File: src/rtl/wbProgPkg.sv
package wbProgPkg;

  typedef enum logic [3:0] {
    S_IDLE, S_PLAN, S_REQW, S_REQR, S_CNTW, S_DATW, S_CONFW,
    S_POLLR, S_TOW, S_TOR, S_CLRW, S_RSTW, S_DONE
  } seqStateT;

  typedef enum logic [2:0] {
    OP_BUFREQ, OP_STATRD, OP_COUNT, OP_DATA,
    OP_CONFIRM, OP_STATCMD, OP_CLEAR, OP_RESET
  } busOpT;

  typedef struct packed {
    logic loadRun;
    logic loadChunk;
    logic advWord;
    logic clrTimer;
    logic capStatus;
    logic setErr;
  } ctrlStrobeT;

  localparam logic [15:0] CMD_BUFREQ  = 16'h00E8;
  localparam logic [15:0] CMD_CONFIRM = 16'h00D0;
  localparam logic [15:0] CMD_READSR  = 16'h0070;
  localparam logic [15:0] CMD_CLEARSR = 16'h0050;
  localparam logic [15:0] CMD_RESET   = 16'h00FF;
  localparam logic [15:0] SR_ERRMASK  = 16'h003A;
  localparam int CLEAR_INDEX = 'h100;
  localparam int RESET_INDEX = 'h55;

  function automatic logic [31:0] mirror16(input logic [15:0] v);
    return {v, v};
  endfunction

endpackage

File: src/rtl/wbProgPath.sv
module wbProgPath
  import wbProgPkg::*;
#(
  parameter int ADDR_W     = 24,
  parameter int MAX_WORDS  = 16,
  parameter int BUF_W      = 16,
  parameter int TIMEOUT_MS = 2000
) (
  input  logic                           clk,
  input  logic                           rstN,
  input  ctrlStrobeT                     strobe,
  input  busOpT                          busOp,
  input  logic [ADDR_W-1:0]              wordOffset,
  input  logic [$clog2(MAX_WORDS+1)-1:0] wordCount,
  input  logic [ADDR_W-1:0]              blockBase,
  input  logic [BUF_W-1:0]               bufBytes,
  input  logic                           fillWe,
  input  logic [$clog2(MAX_WORDS)-1:0]   fillIdx,
  input  logic [31:0]                    fillData,
  input  logic                           msTick,
  input  logic [31:0]                    memRdata,
  output logic [ADDR_W-1:0]              memAddr,
  output logic [31:0]                    memWdata,
  output logic                           readyBoth,
  output logic                           errAny,
  output logic                           timedOut,
  output logic                           chunkLast,
  output logic                           runEmpty,
  output logic [31:0]                    statusWord,
  output logic                           errFlag
);
  localparam int IDX_W = $clog2(MAX_WORDS);
  localparam int CNT_W = $clog2(MAX_WORDS + 1);
  localparam int TMR_W = $clog2(TIMEOUT_MS + 1);

  logic [31:0]       wordMem [MAX_WORDS];
  logic [ADDR_W-1:0] offReg, baseReg;
  logic [CNT_W-1:0]  remReg, chunkLen, chunkCnt, nextLen;
  logic [IDX_W-1:0]  idxReg;
  logic [BUF_W-1:0]  bufWordsReg, bufMask, offPhase, room, remWide;
  logic [TMR_W-1:0]  msCount;

  always_ff @(posedge clk) begin
    if (fillWe) wordMem[fillIdx] <= fillData;
  end

  // chunk sizing: distance to the next buffer boundary, clamped to what is left
  always_comb begin
    bufMask  = bufWordsReg - 1'b1;
    offPhase = offReg[BUF_W-1:0] & bufMask;
    room     = bufWordsReg - offPhase;
    remWide  = BUF_W'(remReg);
    nextLen  = (room < remWide) ? CNT_W'(room) : remReg;
  end

  always_ff @(posedge clk) begin
    if (!rstN) begin
      offReg      <= '0;
      baseReg     <= '0;
      remReg      <= '0;
      chunkLen    <= '0;
      chunkCnt    <= '0;
      idxReg      <= '0;
      bufWordsReg <= '0;
      statusWord  <= '0;
      errFlag     <= 1'b0;
    end else begin
      if (strobe.loadRun) begin
        offReg      <= wordOffset;
        baseReg     <= blockBase;
        remReg      <= wordCount;
        idxReg      <= '0;
        bufWordsReg <= bufBytes >> 2;
        statusWord  <= '0;
        errFlag     <= 1'b0;
      end
      if (strobe.loadChunk) begin
        chunkLen <= nextLen;
        chunkCnt <= nextLen;
      end
      if (strobe.advWord) begin
        offReg   <= offReg + 1'b1;
        idxReg   <= idxReg + 1'b1;
        remReg   <= remReg - 1'b1;
        chunkCnt <= chunkCnt - 1'b1;
      end
      if (strobe.capStatus) statusWord <= memRdata;
      if (strobe.setErr) errFlag <= 1'b1;
    end
  end

  always_ff @(posedge clk) begin
    if (!rstN || strobe.clrTimer) msCount <= '0;
    else if (msTick && (msCount < TMR_W'(TIMEOUT_MS))) msCount <= msCount + 1'b1;
  end

  assign timedOut  = (msCount >= TMR_W'(TIMEOUT_MS));
  assign chunkLast = (chunkCnt == CNT_W'(1));
  assign runEmpty  = (remReg == '0);
  assign readyBoth = memRdata[7] && memRdata[23];
  assign errAny    = |(memRdata & mirror16(SR_ERRMASK));

  always_comb begin
    memAddr  = baseReg;
    memWdata = '0;
    case (busOp)
      OP_BUFREQ:  memWdata = mirror16(CMD_BUFREQ);
      OP_COUNT:   memWdata = mirror16(16'(chunkLen) - 16'd1);
      OP_DATA: begin
        memAddr  = offReg;
        memWdata = wordMem[idxReg];
      end
      OP_CONFIRM: memWdata = mirror16(CMD_CONFIRM);
      OP_STATCMD: memWdata = mirror16(CMD_READSR);
      OP_CLEAR: begin
        memAddr  = ADDR_W'(CLEAR_INDEX);
        memWdata = mirror16(CMD_CLEARSR);
      end
      OP_RESET: begin
        memAddr  = ADDR_W'(RESET_INDEX);
        memWdata = mirror16(CMD_RESET);
      end
      default: memWdata = '0;
    endcase
  end

  AST_CHUNK_IN_BUFFER: assert property (@(posedge clk) disable iff (!rstN)
    strobe.loadChunk |=> (({1'b0, offPhase} + (BUF_W+1)'(chunkCnt)) <= {1'b0, bufWordsReg}));
  AST_WORD_IN_CHUNK: assert property (@(posedge clk) disable iff (!rstN)
    strobe.advWord |-> (chunkCnt != '0) && (remReg != '0));
  AST_TIMER_CAPPED: assert property (@(posedge clk) disable iff (!rstN)
    msCount <= TMR_W'(TIMEOUT_MS));

endmodule

File: src/rtl/wbProgCtrl.sv
module wbProgCtrl
  import wbProgPkg::*;
(
  input  logic       clk,
  input  logic       rstN,
  input  logic       startReq,
  input  logic       memAck,
  input  logic       readyBoth,
  input  logic       errAny,
  input  logic       timedOut,
  input  logic       chunkLast,
  input  logic       runEmpty,
  output ctrlStrobeT strobe,
  output busOpT      busOp,
  output logic       memReq,
  output logic       memWe,
  output logic       done,
  output logic       progPower
);
  seqStateT state, nextState;

  always_ff @(posedge clk) begin
    if (!rstN) state <= S_IDLE;
    else       state <= nextState;
  end

  always_comb begin
    nextState = state;
    strobe    = '0;
    busOp     = OP_STATRD;
    memReq    = 1'b0;
    memWe     = 1'b0;
    case (state)
      S_IDLE: if (startReq) begin
        strobe.loadRun = 1'b1;
        nextState      = S_PLAN;
      end
      S_PLAN: begin
        if (runEmpty) nextState = S_CLRW;
        else begin
          strobe.loadChunk = 1'b1;
          strobe.clrTimer  = 1'b1;
          nextState        = S_REQW;
        end
      end
      S_REQW: begin
        memReq = 1'b1; memWe = 1'b1; busOp = OP_BUFREQ;
        if (memAck) nextState = S_REQR;
      end
      S_REQR: begin
        memReq = 1'b1;
        if (memAck) begin
          if (readyBoth)     nextState = S_CNTW;
          else if (timedOut) nextState = S_TOW;
          else               nextState = S_REQW;
        end
      end
      S_CNTW: begin
        memReq = 1'b1; memWe = 1'b1; busOp = OP_COUNT;
        if (memAck) nextState = S_DATW;
      end
      S_DATW: begin
        memReq = 1'b1; memWe = 1'b1; busOp = OP_DATA;
        if (memAck) begin
          strobe.advWord = 1'b1;
          if (chunkLast) nextState = S_CONFW;
        end
      end
      S_CONFW: begin
        memReq = 1'b1; memWe = 1'b1; busOp = OP_CONFIRM;
        if (memAck) begin
          strobe.clrTimer = 1'b1;
          nextState       = S_POLLR;
        end
      end
      S_POLLR: begin
        memReq = 1'b1;
        if (memAck) begin
          strobe.capStatus = 1'b1;
          if (readyBoth) begin
            if (errAny) begin
              strobe.setErr = 1'b1;
              nextState     = S_CLRW;
            end else nextState = S_PLAN;
          end else if (timedOut) begin
            strobe.setErr = 1'b1;
            nextState     = S_CLRW;
          end
        end
      end
      S_TOW: begin
        memReq = 1'b1; memWe = 1'b1; busOp = OP_STATCMD;
        if (memAck) nextState = S_TOR;
      end
      S_TOR: begin
        memReq = 1'b1;
        if (memAck) begin
          strobe.capStatus = 1'b1;
          strobe.setErr    = 1'b1;
          nextState        = S_CLRW;
        end
      end
      S_CLRW: begin
        memReq = 1'b1; memWe = 1'b1; busOp = OP_CLEAR;
        if (memAck) nextState = S_RSTW;
      end
      S_RSTW: begin
        memReq = 1'b1; memWe = 1'b1; busOp = OP_RESET;
        if (memAck) nextState = S_DONE;
      end
      S_DONE:  nextState = S_IDLE;
      default: nextState = S_IDLE;
    endcase
  end

  assign done      = (state == S_DONE);
  assign progPower = (state != S_IDLE) && (state != S_DONE);

  AST_DONE_ONE_CYCLE: assert property (@(posedge clk) disable iff (!rstN)
    done |=> !done);
  AST_POWER_ON_ACCESS: assert property (@(posedge clk) disable iff (!rstN)
    memReq |-> progPower);
  AST_START_ONLY_IDLE: assert property (@(posedge clk) disable iff (!rstN)
    (progPower && startReq) |=> !strobe.loadRun);

endmodule

File: src/rtl/wbProgSeq.sv
module wbProgSeq
  import wbProgPkg::*;
#(
  parameter int ADDR_W     = 24,
  parameter int MAX_WORDS  = 16,
  parameter int BUF_W      = 16,
  parameter int TIMEOUT_MS = 2000
) (
  input  logic                           clk,
  input  logic                           rstN,
  input  logic                           startReq,
  input  logic [ADDR_W-1:0]              wordOffset,
  input  logic [$clog2(MAX_WORDS+1)-1:0] wordCount,
  input  logic [ADDR_W-1:0]              blockBase,
  input  logic [BUF_W-1:0]               bufBytes,
  input  logic                           fillWe,
  input  logic [$clog2(MAX_WORDS)-1:0]   fillIdx,
  input  logic [31:0]                    fillData,
  input  logic                           msTick,
  output logic                           memReq,
  output logic                           memWe,
  output logic [ADDR_W-1:0]              memAddr,
  output logic [31:0]                    memWdata,
  input  logic [31:0]                    memRdata,
  input  logic                           memAck,
  output logic                           progPower,
  output logic                           done,
  output logic                           errFlag,
  output logic [31:0]                    statusWord
);
  ctrlStrobeT strobe;
  busOpT      busOp;
  logic readyBoth, errAny, timedOut, chunkLast, runEmpty;

  wbProgCtrl uCtrl (
    .clk(clk), .rstN(rstN), .startReq(startReq), .memAck(memAck),
    .readyBoth(readyBoth), .errAny(errAny), .timedOut(timedOut),
    .chunkLast(chunkLast), .runEmpty(runEmpty), .strobe(strobe),
    .busOp(busOp), .memReq(memReq), .memWe(memWe), .done(done),
    .progPower(progPower)
  );

  wbProgPath #(
    .ADDR_W(ADDR_W), .MAX_WORDS(MAX_WORDS), .BUF_W(BUF_W), .TIMEOUT_MS(TIMEOUT_MS)
  ) uPath (
    .clk(clk), .rstN(rstN), .strobe(strobe), .busOp(busOp),
    .wordOffset(wordOffset), .wordCount(wordCount), .blockBase(blockBase),
    .bufBytes(bufBytes), .fillWe(fillWe), .fillIdx(fillIdx), .fillData(fillData),
    .msTick(msTick), .memRdata(memRdata), .memAddr(memAddr), .memWdata(memWdata),
    .readyBoth(readyBoth), .errAny(errAny), .timedOut(timedOut),
    .chunkLast(chunkLast), .runEmpty(runEmpty), .statusWord(statusWord),
    .errFlag(errFlag)
  );

  AST_STATUS_HELD_IDLE: assert property (@(posedge clk) disable iff (!rstN)
    (!progPower && !startReq && !done) |=> $stable(statusWord) && $stable(errFlag));

endmodule

File: config.mk
export PLATFORM = sky130hd
export DESIGN_NAME = wbProgSeq
export DESIGN_NICKNAME = d
export VERILOG_FILES = /design/src/rtl/wbProgPkg.sv /design/src/rtl/wbProgPath.sv /design/src/rtl/wbProgCtrl.sv /design/src/rtl/wbProgSeq.sv
export SDC_FILE = /design/constraint.sdc
export NUM_CORES = 1
export LEC_CHECK = 0
export BUFFER_PORTS_ARGS = -buffer_cell sky130_fd_sc_hd__buf_4
export CAP_MARGIN = 20
export CORE_ASPECT_RATIO = 0.5
export CORE_UTILIZATION = 45
export DETAILED_ROUTE_END_ITERATION = 10
export GPL_ROUTABILITY_DRIVEN = 0
export PLACE_DENSITY = 0.67
export SLEW_MARGIN = 20
export SYNTH_ARGS = -nofsm -noshare
export SYNTH_HDL_FRONTEND = slang
export SYNTH_SLANG_ARGS = --single-unit
File: constraint.sdc
create_clock -name clk -period 5.2 [get_ports clk]
set_clock_uncertainty 0.2 [all_clocks]
set_input_delay 1.04 -clock clk [delete_from_list [all_inputs] [get_ports clk]]
set_output_delay 1.04 -clock clk [all_outputs]
set_load 0.05 [all_outputs]
==> results_dict.tcl <==
set metrics [dict create \
    peakVddDrop_mv 0.247 \
    die_x_microns 350 \
    place_hpwl_microns 39200 \
    vias 16339 \
    fin_nets 2190 \
    synth_edf_count 512 \
    synthFlopType "edfxtp_1" \
    die_y_microns 176 \
    clock_path_buffers 3 \
    final_cell_mix "edfxtp_1 (512), buf_4 (266), nand2_1 (203)" \
    r2r_cells 14 \
    max_freq_mhz 223 \
    hold_violations 0 \
    worstMarginPinSlew_ps 1080 \
    drtIter0Drc 1316 \
    cts_sinks 645 \
    synth_cells 1813 \
    holdPathStages 2 \
    p_leak_nw 10.7 \
    grt_pass1_wl_microns 96800 \
    crit_arrival_ps 4780 \
    tns_ps 0 \
    clkLatencyLatePin_ps 640 \
    postSynthAreaPerCell_sq_um 15.0 \
    period_share_pct 86.4 \
    final_common_cell "edfxtp_1" \
    cts_made_buffers 57 \
    wl_per_cell_microns 22.4 \
    cellPowerDensity_nw_per_um2 431 \
    hp-class "register to register" \
    die_area_sq_um 61500 \
    finalInstanceArea_sq_um 32100 \
    path_clk_slew_ps 70 \
    preCtsSetupSlack_ps 717 \
    slew_headroom_pct 27.9 \
    antenna_found_initial 1 \
    fin_crit_ps 4490 \
    num_rows 63 \
    grt_pass1_vias 15894 \
    area.growth.synth_to_final_pct 18.1 \
    ios 236 \
    synth-seq-cells 645 \
    routed_wl_microns 64900 \
    crit_path_end_kind "register" \
    postPlaceCellArea_sq_um 30000 \
    grt_max_degree 81 \
    critPathLaunchType "register" \
    grt-ovfl-total 0 \
    initial_core_util_pct 45.8 \
    grt.total_usage_pct 20.9 \
    cts_resized 0 \
    slew_viol_final 0 \
    crit_type "register to register" \
    syn_area_sq_um 27200 \
    synth_cell_types 79 \
    drive_gt1_share_pct 27.3 \
    setup_slack_ps 706 \
    status "finished, final reports clean" \
    core_sq_um 59400 \
    dr.pass1.iters 5 \
    cts_tree "built" \
    path_max_fanout 12 \
    setup_violations 0 \
    p_total_w 0.0138 \
    seq_area_frac_synth_pct 66.3 \
    ys_warn_count 0 \
    syn_nets 1972 \
    rsz0062_at_grt "false" \
    cts_max_level 2 \
    hold_buffers 0 \
    drc 0 \
    cts_root_buf "clkbuf_16" \
    post_cts_buffers 0 \
    postRouteAntennaNets 0 \
    crit_required_ps 5480 \
    viasPerCell 5.65 \
    numPortBuffers 233 \
    async_flop_share_pct 0 \
    drv_cap 0 \
]
cells in the mapped netlist, types with 7 or more instances:
cell	instances	share of area (%)
a31oi_1	14	0.32
dfxtp_1	133	9.8
clkbuf_1	92	1.3
a211oi_1	14	0.39
o22ai_1	9	0.21
a21oi_1	83	1.5
mux4_2	160	13
o21ai_0	46	0.85
nor4_1	12	0.28
nand2b_1	11	0.25
nor2_1	93	1.3
nor3_1	25	0.46
nor2b_1	14	0.32
a21o_1	8	0.22
a221oi_1	8	0.26
a22o_1	18	0.58
o211ai_1	8	0.22
a22oi_1	9	0.25
a21boi_0	46	1.3
edfxtp_1	512	57
nand3_1	72	1.3
buf_1	13	0.18
xnor2_1	12	0.39
nand4_1	13	0.30
xor2_1	8	0.26
ha_1	16	0.74
mux2i_1	12	0.44
nand2_1	203	2.8
and2_1	7	0.16
and3_1	14	0.32
inv_1	31	0.43
through the flow:
stage	hold slack, ps	cells	util, %
floorplan	236	1813	-
global placement	242	2784	50.5
detailed placement	246	2784	50.5
CTS	256	2892	54.0
global route	278	2893	54.0
finish	255	2893	54.0
sequential cells by signal (all words and copies together), names as in the netlist, named ones only:
name / cells
uPath.chunkLen: 5
uPath.remReg: 5
uPath.wordMem: 512
uPath.chunkCnt: 5
uPath.statusWord: 32
uPath.msCount: 11
uPath.offReg: 24
uPath.baseReg: 24
uPath.idxReg: 4
uCtrl.state: 4
uPath.errFlag: 1
uPath.bufWordsReg: 14
final timing paths:
| check | from | end | slack (ps) |
|---|---|---|---|
| setup / recovery | uPath.bufWordsReg[0]$_SDFFE_PN0P_ | uPath.chunkLen[4]$_SDFFE_PN0P_ | 710 |
| hold reg to reg | uPath.baseReg[5]$_SDFFE_PN0P_ | uPath.baseReg[5]$_SDFFE_PN0P_ | 260 |
| setup reg to reg | uPath.bufWordsReg[0]$_SDFFE_PN0P_ | uPath.chunkLen[4]$_SDFFE_PN0P_ | 710 |
| hold / removal | uPath.baseReg[5]$_SDFFE_PN0P_ | uPath.baseReg[5]$_SDFFE_PN0P_ | 260 |
layout make-up:
class,count,area [sq um]
Timing Repair Buffer,271,2100
Tap cell,812,1020
Clock inverter,44,626
Sequential cell,645,18000
Inverter,31,116
Multi-Input combinational cell,1025,8730
Antenna cell,1,2.50
Clock buffer,64,1470
Fill cell,4848,27300
power by group:
part	leakage (nW)	internal [W]	switching, W
combinational	3.97	0.00107	0.00193
clock	1.02	0.00276	0.00197
sequential	5.71	0.00581	0.000301
total	10.7	0.00964	0.00420
metal layers:
| layer | wire length [microns] | up-vias | GRT usage [%] | share of wire (%) |
|---|---|---|---|---|
| li1 | - | 7533 | - | - |
| met1 | 27100 | 8311 | 27.1 | 42 |
| met2 | 33800 | 405 | 37.2 | 52 |
| met3 | 2770 | 90 | 2.87 | 4.3 |
| met4 | 1240 | 0 | 5.06 | 1.9 |
| met5 | 0 | - | 0 | 0 |
cells by family (layout without fill, tap and decap cells):
family | after synthesis | count (layout) | synth area share [%]
AOI/OAI and AO/OA | 311 | 311 | 7.61
xor gates and xnor gates | 20 | 20 | 0.644
adders and majority gates | 16 | 16 | 0.736
buffers and inverters | 143 | 410 | 2.04
DFF | 645 | 645 | 66.3
muxes | 175 | 175 | 13.8
other | 0 | 1 | 0
and+or+nand+nor | 503 | 503 | 8.82
critical path, stage by stage, from the launching register on:
cell      delay, ps
dfxtp_1         600
inv_1            90
ha_1            300
nand2b_1        220
a221oi_1        320
or3_1           180
xnor2_1         170
ha_1            280
o211ai_1        200
o211ai_1        130
nor4_1          290
nand4_1         180
nor4_4          700
mux2i_1         240
a31o_1          230
Note: power is estimated with default switching activity, not from simulation.
